File: src/rtl/daisy_irq_arbiter.sv
`timescale 1ns/1ps
module daisy_irq_arbiter #(
  parameter int NGRP = 2,
  parameter int NPER = 4,
  parameter int VW = 8,
  parameter int VEC_BASE = 'h40,
  parameter int VEC_STEP = 4,
  parameter int NMI_VEC = 'h08,
  localparam int N = NGRP * NPER,
  localparam int LW = $clog2(NGRP + 2)
) (
  input  logic          clk,
  input  logic          rst_n,
  input  logic [N-1:0]  src_req,
  input  logic          nmi,
  input  logic          ien,
  input  logic          inta,
  input  logic          eos,
  output logic          intr,
  output logic          vec_valid,
  output logic [VW-1:0] vec,
  output logic [LW-1:0] svc_level
);
  localparam int DEPTH = NGRP + 1;
  localparam int SPW = $clog2(DEPTH + 1);
  localparam logic [LW-1:0] IDLE = LW'(NGRP + 1);

  logic [N-1:0]    pend, win;
  logic            nmi_pend, nmi_ok, accept;
  logic [NGRP-1:0] grp_any, blk;
  logic [LW-1:0]   stk [DEPTH];
  logic [SPW-1:0]  sp;
  logic [LW-1:0]   cur, acc_lvl;
  logic [VW-1:0]   acc_vec;

  always_comb begin
    cur = IDLE;
    for (int k = 0; k < DEPTH; k++)
      if (SPW'(k + 1) == sp) cur = stk[k];
  end

  assign nmi_ok = nmi_pend && (cur != '0);
  assign intr   = nmi_ok || (|grp_any);
  assign accept = inta && intr;
  assign blk[0] = 1'b0;

  for (genvar g = 0; g < NGRP; g++) begin : g_grp
    logic [NPER-1:0] ack;
    assign grp_any[g] = ien && (LW'(g + 1) < cur) && (|pend[g*NPER +: NPER]);
    assign ack[0] = accept && !nmi_ok && !blk[g] && grp_any[g];
    if (g < NGRP - 1) begin : g_blk
      assign blk[g+1] = blk[g] || grp_any[g];
    end
    for (genvar i = 0; i < NPER; i++) begin : g_stage
      assign win[g*NPER+i] = ack[i] && pend[g*NPER+i];
      if (i < NPER - 1) begin : g_pass
        assign ack[i+1] = ack[i] && !pend[g*NPER+i];
      end
    end
  end

  always_comb begin
    acc_lvl = IDLE;
    acc_vec = VW'(NMI_VEC);
    for (int g = NGRP - 1; g >= 0; g--)
      if (grp_any[g]) acc_lvl = LW'(g + 1);
    for (int i = 0; i < N; i++)
      if (win[i]) acc_vec = VW'(VEC_BASE + VEC_STEP * i);
    if (nmi_ok) begin
      acc_lvl = '0;
      acc_vec = VW'(NMI_VEC);
    end
  end

  always_ff @(posedge clk or negedge rst_n) begin
    if (!rst_n) begin
      pend      <= '0;
      nmi_pend  <= 1'b0;
      sp        <= '0;
      vec_valid <= 1'b0;
      vec       <= '0;
      for (int k = 0; k < DEPTH; k++) stk[k] <= IDLE;
    end else begin
      pend      <= (pend & ~win) | src_req;
      nmi_pend  <= (nmi_pend && !(accept && nmi_ok)) || nmi;
      vec_valid <= accept;
      if (accept) begin
        vec <= acc_vec;
        for (int k = 0; k < DEPTH; k++)
          if (SPW'(k) == sp) stk[k] <= acc_lvl;
        sp <= sp + 1'b1;
      end else if (eos && sp != '0) begin
        sp <= sp - 1'b1;
      end
    end
  end

  assign svc_level = cur;
endmodule


File: config.mk
export PLATFORM = sky130hd
export DESIGN_NAME = daisy_irq_arbiter
export DESIGN_NICKNAME = d
export VERILOG_FILES = /design/src/rtl/daisy_irq_arbiter.sv
export SDC_FILE = /design/constraint.sdc
export NUM_CORES = 1
export LEC_CHECK = 0
export ABC_AREA = 1
export BUFFER_PORTS_ARGS = -buffer_cell sky130_fd_sc_hd__buf_4
export CORE_ASPECT_RATIO = 0.7
export CORE_MARGIN = 1.5
export CORE_UTILIZATION = 47
export DETAILED_ROUTE_END_ITERATION = 6
export PLACE_DENSITY = 0.76
export SLEW_MARGIN = 20
export SYNTH_ARGS = -nofsm -noshare
export SYNTH_HDL_FRONTEND = slang
export SYNTH_SLANG_ARGS = --single-unit
File: constraint.sdc
create_clock -name clk -period 1.75 [get_ports clk]
set_input_delay 0.35 -clock clk [delete_from_list [all_inputs] [get_ports clk]]
set_output_delay 0.35 -clock clk [all_outputs]
set_load 0.01 [all_outputs]
==> key figures <==
Job
  • Reported max-cap violation count: 0

Cells and area
  • Sequential cell area: 561 sq um
  • Most frequent standard cell in the layout excluding fill and tap cells: buf_4
  • Share of post-route cells with drive strength above 1: 55.8%
  • Layout Area Growth over Synthesis: 58.6%
  • Fillers: 119
  • Footprint of the multi-input gates: 679 sq um
  • Net count, final: 209
  • Top library cells by usage in the layout, fill and taps aside: buf_4 (47), nand2_1 (20), inv_1 (15), dfrtp_1 (14), o21ai_1 (7)
  • Antenna cells: 0

Synth
  • Synthesized area per cell: 8.57 sq um
  • Number of warnings issued by yosys: 0
  • Cell area after synthesis: 1150 sq um
  • Register bit total from synthesis: 22
  • Post-synth cell types: 25
  • Sequential fraction of the synthesis area: 48.6%
  • Cell count after synthesis: 134
  • Most used DFF post-synth: dfrtp_1
  • Number of enable flip-flop cells after synthesis: 0
  • Async set or reset register ratio after synthesis: 100%

Floorplanning
  • Full die area: 2750 sq um
  • Initial cell density of the core: 51.6%
  • Boundary Pins: 26
  • Number of rows created at floorplan: 14
  • Die X-Extent: 62.1 um
  • Die height: 44.4 um
  • Core area: 2220 sq um

Power
  • PwrDens: 1990 nW/um^2
  • Leakage power: 0.891 nW
  • Max IR drop VDD: 1000 uV

Worst setup path
  • Worst Path Required: 1.99 ns
  • Critical Setup Path Class: flop to flop
  • Setup crit end kind: flop
  • Kind of start point of the critical path: flop
  • Data arrival time of the worst path: 2.55 ns
  • Maximum fanout encountered on the critical timing path: 7

Route
  • Average wire per cell in the routed design: 16.7 um
  • DRC violation count after routing: 0
  • First-iteration detailed-routing DRC count: 101
  • Detail Route Antenna Nets: 0
  • Routed Wire Length: 3700 um
  • Via total after detailed routing: 1179
  • Ratio of routed vias to standard cells: 5.31
  • 1st-pass router iterations: 4

Clock tree
  • Clock sink total: 22
  • Clock-pin slew reported for the worst setup and hold paths after clock tree synthesis: 0.15 ns
  • Cts bufs inserted: 3
  • CTS tree: done
  • Worst-skew pair later-pin latency: 0.34 ns
  • Depth of the CTS H-tree: 1
  • CTS Root Buffer Type: clkbuf_4
  • Max Root-Sink Buffers: 2

STA
  • Setup-failing EPs final: 25
  • Post-route minimum period: 2.30 ns
  • Fmax: 434 MHz
  • Final worst clock skew: 0.0319 ns
  • Final-report max-slew violation count: 0
  • Period utilization: 132%
  • Final Hold Vio Count: 0
  • Setup repair after global routing missed its margin: true
  • Final worst setup slack: -0.554 ns
  • Aggregate negative setup slack: -9.56 ns

Global route
  • Maximum number of pins on one net before global-route repair: 23
  • Antenna violations before repair: 0
  • Vias in the first global route: 1079
  • Global-route wire length before repair: 4900 um
  • Total Routing Usage GR: 25.0%
  • GRT overflow: 0

Placement
  • Global placement routability congestion: 0.834
  • HPWL after detailed placement: 1820 um
  • Setup slack at placement: -0.231 ns
  • Port bufs: 21

Outcome
  • Violated checks: setup timing
  • Status: complete, but fails checks

Worst hold path
  • Hold/Removal Path Class: primary input to flop
cells by family after synthesis:
| group | after synthesis | share of synthesized area, % |
|---|---|---|
| AND/OR/NAND/NOR | 54 | 20.8 |
| flip-flops | 22 | 48.6 |
| XOR/XNOR | 1 | 0.763 |
| AO/OA/AOI/OAI | 26 | 14.4 |
| other | 1 | 0.326 |
| adder cells (fa/ha/maj) | 4 | 4.36 |
| buffers and inverters | 26 | 10.8 |
path summary, 6_finish.rpt:
path / from / to / slack (ns) / cells past startpoint
worst min-delay path: src_req[7] / pend[7]$_DFF_PN0_ / 0.17 / 2
worst min register to register: stk[0]$_DFFE_PN1P_ / stk[0]$_DFFE_PN1P_ / 0.48 / 2
worst max register to register: sp[0]$_DFFE_PN0P_ / stk[4]$_DFFE_PN1P_ / -0.55 / 14
max in group asynchronous: rst_n / stk[3]$_DFFE_PN1P_ / 1.02 / 2
min in group asynchronous: rst_n / pend[7]$_DFF_PN0_ / 0.41 / 2
worst max-delay path: sp[0]$_DFFE_PN0P_ / stk[4]$_DFFE_PN1P_ / -0.55 / 14
final cells by class:
type / count / share of cell area (%)
inverter: 21 / 4.74
sequential: 22 / 30.8
clock buffer: 4 / 1.99
multi-input combinational: 90 / 37.3
tap: 32 / 2.20
timing repair buffer: 53 / 23.0
worst max-delay path, cell delays in order (launching register included):
cell     delay [ns]
dfrtp_2        0.45
inv_2          0.07
ha_4           0.19
inv_4          0.08
nand3_2        0.08
nand2_2        0.10
nand2_4        0.07
o21ai_4        0.15
inv_2          0.07
or2_4          0.24
buf_4          0.14
buf_6          0.12
nand2_8        0.12
nor2_4         0.06
o21ai_0        0.28
power by group:
| group | internal, mW | switching (mW) |
|---|---|---|
| clock network | 0.128 | 0.174 |
| registers | 0.693 | 0.136 |
| logic | 1.22 | 1.27 |
| total | 2.04 | 1.58 |
metrics by stage:
| step | hold slack, ns | cells | cell area [sq um] | utilization, % | power [mW] |
|---|---|---|---|---|---|
| floorplan | 0.0544 | 137 | 1170 | - | 1.58 |
| global placement | 0.250 | 199 | 1430 | 64.3 | 2.08 |
| detailed placement | 0.253 | 199 | 1430 | 64.3 | 2.11 |
| CTS | 0.192 | 215 | 1670 | 75.2 | 2.91 |
| global route | 0.179 | 222 | 1820 | 81.9 | 3.80 |
| finish | 0.172 | 222 | 1820 | 81.9 | 3.62 |
cells in the mapped netlist (2+ instances only):
master / n / area, sq um
nand2_1: 29 / 109
inv_1: 18 / 67.6
dfrtp_1: 16 / 400
o21ai_0: 13 / 65.1
nor2_1: 11 / 41.3
dfstp_2: 6 / 158
buf_4: 4 / 30.0
ha_1: 4 / 50.1
nand3_1: 4 / 20.0
nand4_1: 4 / 25.0
o21bai_1: 4 / 30.0
a21o_1: 3 / 22.5
a21oi_1: 3 / 15.0
inv_2: 3 / 11.3
nand2_2: 2 / 12.5
per-layer routing:
layer	GRT usage (%)	wire length (um)	vias to the layer above
met4	4.26	89	0
met3	10.2	303	16
li1	-	-	534
met1	31.9	1530	551
met5	0	0	-
met2	40.4	1780	78
registers in the layout (all words and copies together) (netlist names):
signal	cells
nmi_pend	1
pend	8
sp	2
stk	6
vec	4
vec_valid	1
repair_timing:
action / in CTS / in global routing
resized for setup: 33 / 29
endpoints found under the hold margin: 16 / 0
setup endpoints to repair: 25 / 25
pin swaps: 9 / 15
buffers inserted: 10 / 8
cloned: 1 / 0
hold buffers: 1 / 0
(Power assumes the default switching activity.)
